--- src/rtl/mdi_pkg.sv ---
package mdi_pkg;
   typedef enum logic [1:0] {
      OP_MUL  = 2'd0,
      OP_DIV  = 2'd1,
      OP_MTHL = 2'd2,
      OP_MFHL = 2'd3
   } mdi_op_e;
endpackage

--- src/rtl/mdi_cdown.sv ---
module mdi_cdown #(
   parameter int W = 4
) (
   input  logic         clk,
   input  logic         rst_n,
   input  logic         load,
   input  logic [W-1:0] load_val,
   output logic [W-1:0] cnt
);
   initial begin
      assert (W >= 1) else $error("mdi_cdown: W must be at least 1");
   end

   always_ff @(posedge clk or negedge rst_n) begin
      if (!rst_n)             cnt <= '0;
      else if (load)          cnt <= load_val;
      else if (cnt != '0)     cnt <= cnt - 1'b1;
   end
endmodule

--- src/rtl/mdi_div_track.sv ---
module mdi_div_track #(
   parameter int LEAD = 3,
   parameter int N32  = 32,
   parameter int N64  = 64,
   parameter int GAP  = 4,
   parameter int CW   = 7
) (
   input  logic          clk,
   input  logic          rst_n,
   input  logic          div_issue,
   input  logic          div_wide,
   output logic          lead_busy,
   output logic [CW-1:0] hold_left,
   output logic          res_wait,
   output logic          wr_pend,
   output logic          busy
);
   localparam int LW = $clog2(LEAD + 1);
   localparam logic [CW-1:0] HOLD_N = CW'(N32);
   localparam logic [CW-1:0] HOLD_W = CW'(N64);
   localparam logic [CW-1:0] RES_N  = CW'(N32 + LEAD);
   localparam logic [CW-1:0] RES_W  = CW'(N64 + LEAD);
   localparam logic [CW-1:0] PEND_N = CW'(N32 + LEAD + GAP);
   localparam logic [CW-1:0] PEND_W = CW'(N64 + LEAD + GAP);

   logic [LW-1:0] lead_cnt;
   logic          lead_wide;
   logic          hold_load;
   logic [CW-1:0] res_cnt;
   logic [CW-1:0] pend_cnt;

   // lead-in: cycles t+1..t+LEAD do not occupy the divider
   mdi_cdown #(.W(LW)) u_lead (
      .clk(clk), .rst_n(rst_n), .load(div_issue),
      .load_val(LW'(LEAD)), .cnt(lead_cnt));

   always_ff @(posedge clk or negedge rst_n) begin
      if (!rst_n)         lead_wide <= 1'b0;
      else if (div_issue) lead_wide <= div_wide;
   end

   assign hold_load = (lead_cnt == LW'(1));

   mdi_cdown #(.W(CW)) u_hold (
      .clk(clk), .rst_n(rst_n), .load(hold_load),
      .load_val(lead_wide ? HOLD_W : HOLD_N), .cnt(hold_left));

   mdi_cdown #(.W(CW)) u_res (
      .clk(clk), .rst_n(rst_n), .load(div_issue),
      .load_val(div_wide ? RES_W : RES_N), .cnt(res_cnt));

   mdi_cdown #(.W(CW)) u_pend (
      .clk(clk), .rst_n(rst_n), .load(div_issue),
      .load_val(div_wide ? PEND_W : PEND_N), .cnt(pend_cnt));

   assign lead_busy = (lead_cnt != '0);
   assign busy      = (hold_left != '0);
   assign res_wait  = (res_cnt != '0);
   assign wr_pend   = (pend_cnt != '0);

   // the divider only becomes held at the end of a lead-in
   a_r5_hold_after_lead: assert property (@(posedge clk) disable iff (!rst_n)
      $rose(busy) |-> $past(lead_busy));

   // a held divider always has its hi/lo write outstanding
   a_r7_busy_in_pend: assert property (@(posedge clk) disable iff (!rst_n)
      busy |-> wr_pend);
endmodule

--- src/rtl/mdi_mul_track.sv ---
module mdi_mul_track #(
   parameter int MUL_LAT   = 3,
   parameter int HI_EXTRA  = 1,
   parameter int MT_EXEC   = 4,
   parameter int MT_MF     = 3,
   parameter bit WIDE_HOLD = 1'b1
) (
   input  logic clk,
   input  logic rst_n,
   input  logic mul_issue,
   input  logic mul_wide,
   input  logic mt_issue,
   output logic mul_hold,
   output logic lo_wait,
   output logic hi_wait,
   output logic mt_blk_exec,
   output logic mt_blk_mf
);
   localparam int CW = $clog2(MUL_LAT + HI_EXTRA + MT_EXEC + 1);
   localparam logic [CW-1:0] LO_V  = CW'(MUL_LAT - 1);
   localparam logic [CW-1:0] HI_NV = CW'(MUL_LAT - 1);
   localparam logic [CW-1:0] HI_WV = CW'(MUL_LAT - 1 + HI_EXTRA);
   localparam logic [CW-1:0] MT_V  = CW'(MT_EXEC - 1);
   localparam logic [CW-1:0] MF_TH = CW'(MT_EXEC - MT_MF);

   logic [CW-1:0] lo_cnt;
   logic [CW-1:0] hi_cnt;
   logic [CW-1:0] mt_cnt;

   mdi_cdown #(.W(CW)) u_lo (
      .clk(clk), .rst_n(rst_n), .load(mul_issue),
      .load_val(LO_V), .cnt(lo_cnt));

   mdi_cdown #(.W(CW)) u_hi (
      .clk(clk), .rst_n(rst_n), .load(mul_issue),
      .load_val(mul_wide ? HI_WV : HI_NV), .cnt(hi_cnt));

   mdi_cdown #(.W(CW)) u_mt (
      .clk(clk), .rst_n(rst_n), .load(mt_issue),
      .load_val(MT_V), .cnt(mt_cnt));

   generate
      if (WIDE_HOLD) begin : g_hold
         always_ff @(posedge clk or negedge rst_n) begin
            if (!rst_n) mul_hold <= 1'b0;
            else        mul_hold <= mul_issue & mul_wide;
         end
      end else begin : g_nohold
         assign mul_hold = 1'b0;
      end
   endgenerate

   assign lo_wait     = (lo_cnt != '0);
   assign hi_wait     = (hi_cnt != '0);
   assign mt_blk_exec = (mt_cnt != '0);
   assign mt_blk_mf   = (mt_cnt > MF_TH);

   // a fresh multiply always leaves the lo result outstanding next cycle
   a_r3_lo_after_mul: assert property (@(posedge clk) disable iff (!rst_n)
      mul_issue |=> lo_wait);
endmodule

--- src/rtl/mdi_interlock.sv ---
module mdi_interlock #(
   parameter int DIV_LEAD  = 3,
   parameter int DIV_N32   = 32,
   parameter int DIV_N64   = 64,
   parameter int HILO_GAP  = 4,
   parameter int MUL_LAT   = 3,
   parameter int HI_EXTRA  = 1,
   parameter int MT_EXEC   = 4,
   parameter int MT_MF     = 3,
   parameter bit WIDE_HOLD = 1'b1
) (
   input  logic       clk,
   input  logic       rst_n,
   input  logic       req_valid,
   input  logic [1:0] req_op,
   input  logic       req_wide,
   input  logic       req_lo,
   output logic       stall,
   output logic       div_busy,
   output logic       hilo_wr_pend
);
   import mdi_pkg::*;

   localparam int DCW = $clog2(DIV_N64 + DIV_LEAD + HILO_GAP + 2);
   localparam logic [DCW-1:0] HANDOVER = DCW'(DIV_LEAD + 1);

   initial begin
      assert (DIV_LEAD >= 1) else $error("mdi_interlock: DIV_LEAD below 1");
      assert (DIV_N32 >= 1 && DIV_N64 >= DIV_N32)
         else $error("mdi_interlock: divide hold lengths inconsistent");
      assert (MUL_LAT >= 1 && MT_EXEC >= 1) else $error("mdi_interlock: latency below 1");
      assert (MT_MF >= 1 && MT_MF <= MT_EXEC) else $error("mdi_interlock: MT_MF out of range");
   end

   mdi_op_e       op;
   logic          conflict;
   logic          issue;
   logic          mul_issue, div_issue, mt_issue;
   logic          lead_busy, res_wait, wr_pend, d_busy;
   logic [DCW-1:0] hold_left;
   logic          mul_hold, lo_wait, hi_wait, mt_blk_exec, mt_blk_mf;

   assign op = mdi_op_e'(req_op);

   mdi_div_track #(
      .LEAD(DIV_LEAD), .N32(DIV_N32), .N64(DIV_N64), .GAP(HILO_GAP), .CW(DCW)
   ) u_div (
      .clk(clk), .rst_n(rst_n), .div_issue(div_issue), .div_wide(req_wide),
      .lead_busy(lead_busy), .hold_left(hold_left), .res_wait(res_wait),
      .wr_pend(wr_pend), .busy(d_busy));

   mdi_mul_track #(
      .MUL_LAT(MUL_LAT), .HI_EXTRA(HI_EXTRA), .MT_EXEC(MT_EXEC),
      .MT_MF(MT_MF), .WIDE_HOLD(WIDE_HOLD)
   ) u_mul (
      .clk(clk), .rst_n(rst_n), .mul_issue(mul_issue), .mul_wide(req_wide),
      .mt_issue(mt_issue), .mul_hold(mul_hold), .lo_wait(lo_wait),
      .hi_wait(hi_wait), .mt_blk_exec(mt_blk_exec), .mt_blk_mf(mt_blk_mf));

   always_comb begin
      conflict = 1'b0;
      unique case (op)
         OP_MUL:  conflict = mul_hold | mt_blk_exec | wr_pend;
         OP_DIV:  conflict = lead_busy | (hold_left > HANDOVER) | mt_blk_exec;
         OP_MTHL: conflict = wr_pend;
         OP_MFHL: conflict = mt_blk_mf | res_wait | (req_lo ? lo_wait : hi_wait);
         default: conflict = 1'b0;
      endcase
   end

   assign stall        = req_valid & conflict;
   assign issue        = req_valid & ~conflict;
   assign mul_issue    = issue & (op == OP_MUL);
   assign div_issue    = issue & (op == OP_DIV);
   assign mt_issue     = issue & (op == OP_MTHL);
   assign div_busy     = d_busy;
   assign hilo_wr_pend = wr_pend;

   // no stall without a request
   a_r1_idle_no_stall: assert property (@(posedge clk) disable iff (!rst_n)
      !req_valid |-> !stall);

   // a wide multiply keeps the next multiply out
   a_r2_wide_mul_hold: assert property (@(posedge clk) disable iff (!rst_n)
      (mul_issue && req_wide) |=> !(req_valid && op == OP_MUL && !stall));

   // move-to followed at once by move-from is refused
   a_r4_mt_then_mf: assert property (@(posedge clk) disable iff (!rst_n)
      mt_issue |=> !(req_valid && op == OP_MFHL && !stall));

   // two divides never issue in consecutive cycles
   a_r6_div_spacing: assert property (@(posedge clk) disable iff (!rst_n)
      div_issue |=> !(req_valid && op == OP_DIV && !stall));
endmodule

--- config.mk ---
export PLATFORM = sky130hd
export DESIGN_NAME = mdi_interlock
export DESIGN_NICKNAME = d
export VERILOG_FILES = /design/src/rtl/mdi_pkg.sv /design/src/rtl/mdi_cdown.sv /design/src/rtl/mdi_div_track.sv /design/src/rtl/mdi_mul_track.sv /design/src/rtl/mdi_interlock.sv
export SDC_FILE = /design/constraint.sdc
export NUM_CORES = 1
export LEC_CHECK = 0
export BUFFER_PORTS_ARGS = -buffer_cell sky130_fd_sc_hd__buf_4
export CAP_MARGIN = 5
export CORE_ASPECT_RATIO = 0.5
export CORE_UTILIZATION = 60
export CTS_CLUSTER_DIAMETER = 40
export DETAILED_ROUTE_END_ITERATION = 12
export PLACE_DENSITY = 0.78
export SETUP_SLACK_MARGIN = 0.1
export SLEW_MARGIN = 5
export SYNTH_ARGS = -nofsm -noshare
export SYNTH_HDL_FRONTEND = slang
export SYNTH_SLANG_ARGS = --single-unit
--- constraint.sdc ---
create_clock -name clk -period 3.7 [get_ports clk]
set_input_delay 0.37 -clock clk [delete_from_list [all_inputs] [get_ports clk]]
set_output_delay 0.37 -clock clk [all_outputs]
set_load 0.03 [all_outputs]
======== Word level (Yosys, flattened, before mapping) ========
Cells that the tools add are included.
W data, S select, Z words.
cells by class
  $add $sub $neg .......................... 7
  bitwise logic cells ..................... 13
  order comparisons ....................... 2
  eq/ne operators ......................... 4
  mux-type cells .......................... 20
  reduce and logical (&&, ||, !) cells .... 15
operators by type and width
  kind                   count
  $mux W7                9
  $mux W4                6
  $reduce_bool A7 Y1     3
  $sub A7 B1 Y7 const B  3
  $reduce_bool A2 Y1     8
  $reduce_bool A4 Y1     3
  $sub A4 B1 Y4 const B  3
  $gt A7 B3 Y1 const B   1
  $and A1 B1 Y1          6
  $or A1 B1 Y1           6
  $eq A2 B1 Y1 const B   2
  $eq A2 B2 Y1 const B   2
  $gt A4 B1 Y1 const B   1
  $mux W2                2
  $pmux W1 S4            1
  $logic_not A2 Y1       1
  $mux W1                2
  $sub A2 B1 Y2 const B  1
  $not A1 Y1             1
word-level totals
  bits in registers ....................... 37
  bits of input ports ..................... 7
  output and inout bits ................... 3
  logic and storage cells ................. 70

======== Logic depth before layout (Yosys ltp) ========
  depth in word-level cells ............... 8
  depth in mapped cells ................... 7
  gate-level depth less buffers ........... 7

======== Cells and area by module ========
A second synthesis with hierarchy kept.
unflattened totals
  cells, all modules ...................... 253
  area total of the unflattened synthesis .. 2441.1 um^2
by module, submodules not included
  module                         times used  seq. area each (um^2)  cells each  area an instance (um^2)
  mdi_cdown at u_div.u_hold ...  3           175.2                  43          434.2
  mdi_cdown at u_mul.u_hi ...    3           100.1                  23          249.0
  mdi_cdown at u_div.u_lead      1           50.0                   12          113.9
  mdi_div_track                  1           25.0                   18          106.4
  mdi_interlock                  1           0.0                    17          102.6
  mdi_mul_track                  1           25.0                   8           68.8

======== Worst setup path before layout ========
Ideal clock, no wire load.
  path kind ............................... reg-to-output
  start point ............................. register u_mul.u_mt.cnt[0]
  end point ............................... output port stall
  arrival time ............................ 2019 ps
  buffers on the path ..................... 0
  cell stages (with the launch flop) ...... 7
  slack ................................... 1311 ps
  data required time ...................... 3330 ps
  cells stage by stage .................... dfrtp_1 -> inv_1 -> ha_1 -> or3b_1 -> or4_4 -> o311a_2 -> o21a_1
between the ends
  longest elaborated chain between the ends .. 5
  elaborated cells between the ends (all ways) .. 9
  those cells by class .................... 1 x order compare; 1 x mux; 6 x bitwise; 1 x reduce/logical
ends and longest elaborated chain
  what                                                  line                                      text
  start, declared                                       mdi_cdown.sv:8                            output logic [W-1:0] cnt
  start signal, assigned                                mdi_cdown.sv:16                           else if (load) cnt <= load_val;
  start signal, assigned                                mdi_cdown.sv:17                           else if (cnt != '0) cnt <= cnt - 1'b1;
  $gt A4 B1 Y1 or $reduce_bool A4 Y1 (tied branches)    mdi_mul_track.sv:56, mdi_mul_track.sv:55
  $or A1 B1 Y1, on equally long branches (2 in series)  mdi_interlock.sv:66, mdi_interlock.sv:63
  $pmux W1 S4 (*)                                       mdi_interlock.sv:62                       unique case (op)
  $and A1 B1 Y1 (*)                                     mdi_interlock.sv:71                       assign stall = req_valid & conflict;
  end, declared                                         mdi_interlock.sv:18                       output logic stall,
Every way passes the cells marked *; elsewhere a longest branch is shown, timed or not.

======== Worst setup path after layout ========
Ends and elaborated chain as after synthesis.

==> metrics.json <==
{
  "cells_and_area": {
    "syn_to_final_growth_pct": 8.85,
    "n_antenna_cell": 0,
    "nets": 242,
    "layout_cells_sized_above_1": 0.129,
    "fillers": 241
  },
  "synthesis": {
    "netlist-cell-type-count": 44,
    "synth_edf_count": 0,
    "ys_dominant_reg_cell": "sky130_fd_sc_hd__dfrtp_1",
    "synthesis.yosys.warnings": 0,
    "ys_async_sr_fraction": 1.00,
    "mappedNetlistArea_sq_um": 2050,
    "postSynthRegisterBits": 37,
    "synth_seq_area_share": 0.452,
    "avgSynthCellArea_sq_um": 9.76,
    "syn-num-nets": 229,
    "synth_cells": 210
  },
  "die": {
    "design.die.area_sq_um": 3670,
    "rows": 14,
    "chipHeight_um": 43.3,
    "io-pin-count": 10,
    "chipWidth_um": 84.7,
    "core_area_sq_um": 3120,
    "starting_density_of_the_core": 0.657
  },
  "clock_tree": {
    "tritoncts": "built",
    "post-cts-setup-buffers": 0,
    "worstSkewPairLatency_ns": 0.28,
    "cts.repair.resized": 0,
    "ctsHoldBuffers": 0,
    "cts.root.buffer_cell": "sky130_fd_sc_hd__clkbuf_8",
    "worst_setup_hold_path_clk_slew_ns": 0.07,
    "clock_tree.buffer_depth": 2,
    "cts_made_buffers": 5,
    "tritoncts_num_sinks": 37,
    "htree_num_levels": 2
  },
  "global_routing": {
    "grt_pass1_vias": 1467,
    "grt_pass1_wl_um": 6430,
    "grt_antenna_before_repair": 0,
    "pin_count_of_the_biggest_net_entering_global_routing": 38,
    "globalRoute.totalOverflow": 0,
    "gr-usage-all-layers": 0.232
  },
  "timing": {
    "maxSlewViolCount": 0,
    "final.period_utilization": 0.766,
    "grt_setup_unrepaired": "false",
    "report.final.hold_viol_count": 0,
    "setup-tns-final_ns": 0,
    "fmax_mhz": 353,
    "worst-slew-pin-transition_ns": 0.536,
    "finalClockSkew_ns": 0.00855,
    "hold_slack_ns": 0.0332,
    "number_of_failing_setup_endpoints_in_the_final_timing_report": 0,
    "finalWorstPathRequiredPeriod_ns": 2.83,
    "timing.max_slew.rel_slack": 0.641
  },
  "min_path": {
    "hold_path.class": "primary input to asynchronous set/reset pin"
  },
  "setup_path": {
    "timing.critical_path.to_type": "primary output",
    "cp_top_family": "simple AND/OR/NAND/NOR gates",
    "cpMaxStageDelayCell": "sky130_fd_sc_hd__or4_4",
    "critical_path.max_stage_delay_ns": 0.56,
    "critical_path.cell_chain": "inv_1 > ha_1 > or3b_1 > or4_4 > o311a_2 > o21a_1 > buf_4",
    "crit_type": "register to primary output",
    "worst-path-max-fanout": 6,
    "worstPathBufferInverterCount": 2,
    "worst_ep_required_ns": 3.33,
    "cp-start-kind": "register",
    "critical_path_arrival_ns": 2.46
  },
  "route": {
    "detail_route.wirelength_um": 3540,
    "route.detailed.wl_per_inst_um": 13.4,
    "detail-route-antenna-nets": 0,
    "drtPass1Iterations": 6,
    "vias_per_cell": 5.59,
    "first_iter_violations": 107,
    "drc": 0,
    "via_count": 1477
  },
  "power": {
    "power.density_cell_area_nw_per_um2": 853,
    "max-vdd-ir-drop_uv": 407,
    "static_leakage_nw": 1.02,
    "total_power_of_the_final_layout_mw": 1.90
  },
  "place": {
    "detailed_placer_s_ending_hpwl_um": 2620,
    "portBuffers": 9,
    "gp_congestion": 0.798
  },
  "status": {
    "run_status": "finished clean"
  },
  "run": {
    "max-cap-violations": 0
  }
}
state kept, by name, summed over array words and instances (netlist names):
signal / count
u_mul.u_lo.cnt: 4
u_div.lead_wide: 1
u_mul.mul_hold: 1
u_div.u_lead.cnt: 2
u_div.u_hold.cnt: 7
u_div.u_res.cnt: 7
u_mul.u_mt.cnt: 4
u_div.u_pend.cnt: 7
u_mul.u_hi.cnt: 4
final cells by class:
cell class,instances,area (sq um),area share
multi-input cells,153,1040,0.467
flip-flops and latches,37,926,0.415
clock buffers,6,72.6,0.0325
repair buffers,9,67.6,0.0303
inverters,17,63.8,0.0286
well taps,40,50.0,0.0224
clock inverters,2,10.0,0.00449
cells by family (layout without fill, tap and decap cells):
kind of cell	after synthesis	after routing	synth area share
AO/OA/AOI/OAI	36	36	0.111
XOR/XNOR	14	14	0.0598
adder cells (fa/ha/maj)	12	12	0.0733
buffers and inverters	20	34	0.0403
flip-flops	37	37	0.452
multiplexers	7	7	0.0391
AND/OR/NAND/NOR	84	84	0.225
worst reg2reg max path, stage by stage, from the launching register on:
cell and delay (ns):
sky130_fd_sc_hd__dfrtp_1 0.41, sky130_fd_sc_hd__inv_1 0.09, sky130_fd_sc_hd__ha_1 0.23, sky130_fd_sc_hd__or3b_1 0.43, sky130_fd_sc_hd__or4_4 0.56, sky130_fd_sc_hd__or2_1 0.38
sky130_fd_sc_hd__mux2_4 0.34
per-stage QoR:
step            util  instance area (sq um)  instances  setup WS [ns]
2_1_floorplan      -                   2050        210           1.31
3_3_place_gp   0.689                   2150        256           1.21
3_5_place_dp   0.689                   2150        256           1.16
4_1_cts        0.715                   2230        264          0.857
5_1_grt        0.715                   2230        264          0.729
6_report       0.715                   2230        264          0.867
synthesized netlist by cell type, drive strengths merged, types with 3 or more instances:
cell    number  area (sq um)
o211ai       4          30.0
ha          12           150
xnor2        7          61.3
mux2         5          60.1
inv         17          63.8
or4          5          45.0
nand2       11          41.3
nand2b       7          43.8
xor2         7          61.3
o21ai        8          40.0
a21oi       12          60.1
and2         4          25.0
nor2        25          93.8
nor3         9          45.0
or3          5          31.3
dfrtp       37           926
or2          3          18.8
path summary, 6_finish.rpt:
| check | start | endpoint | slack (ns) | depth (start not counted) |
|---|---|---|---|---|
| max | u_mul.u_mt.cnt[0]$_DFFE_PN0P_ | stall | 0.87 | 7 |
| min reg2reg | u_mul.u_mt.cnt[1]$_DFFE_PN0P_ | u_mul.u_mt.cnt[1]$_DFFE_PN0P_ | 0.52 | 1 |
| min in group clk | req_wide | u_div.u_pend.cnt[5]$_DFFE_PN0P_ | 0.33 | 2 |
| max in group asynchronous | rst_n | u_mul.u_lo.cnt[1]$_DFFE_PN0P_ | 3.33 | 1 |
| max reg2reg | u_mul.u_mt.cnt[0]$_DFFE_PN0P_ | u_div.lead_wide$_DFFE_PN0P_ | 1.18 | 6 |
| min | rst_n | u_div.u_res.cnt[1]$_DFFE_PN0P_ | 0.03 | 1 |
cells in the final DEF, fill, tap and decap left out, types with 2 or more instances in the layout:
master                     count
sky130_fd_sc_hd__buf_4         9
sky130_fd_sc_hd__nor2_1       25
sky130_fd_sc_hd__xnor2_1       7
sky130_fd_sc_hd__mux2_2        4
sky130_fd_sc_hd__or3_1         5
sky130_fd_sc_hd__mux2i_1       2
sky130_fd_sc_hd__dfrtp_1      37
sky130_fd_sc_hd__nand3_1       2
sky130_fd_sc_hd__or4_4         2
sky130_fd_sc_hd__a211o_1       2
sky130_fd_sc_hd__nor3b_1       2
sky130_fd_sc_hd__nand2b_1      7
sky130_fd_sc_hd__inv_1        17
sky130_fd_sc_hd__and2_1        4
sky130_fd_sc_hd__o211ai_1      4
sky130_fd_sc_hd__and4b_1       2
sky130_fd_sc_hd__nor3_1        9
sky130_fd_sc_hd__or4_1         3
sky130_fd_sc_hd__ha_1         12
sky130_fd_sc_hd__nand2_1      11
sky130_fd_sc_hd__o22ai_1       2
sky130_fd_sc_hd__or2_2         2
sky130_fd_sc_hd__clkinv_2      2
sky130_fd_sc_hd__a21oi_1      12
sky130_fd_sc_hd__o21ai_0       8
sky130_fd_sc_hd__clkbuf_8      5
sky130_fd_sc_hd__xor2_1        7
sky130_fd_sc_hd__nor4b_1       2
sky130_fd_sc_hd__nand3b_1      2
power breakdown:
part           total (mW)  switching (mW)  leakage [nW]  internal (mW)
combinational       0.863           0.437         0.525          0.425
sequential          0.775           0.170         0.453          0.604
clock               0.266           0.136        0.0450          0.130
layer usage:
| metal | global-route usage | part of all wire | wire length, um |
|---|---|---|---|
| met1 | 0.307 | 0.50 | 1770 |
| met2 | 0.392 | 0.46 | 1630 |
| met3 | 0.0642 | 0.038 | 136 |
| met4 | 0.0475 | 0 | 0 |
| met5 | 0 | 0 | 0 |
Power figures use the tool's default switching activity.
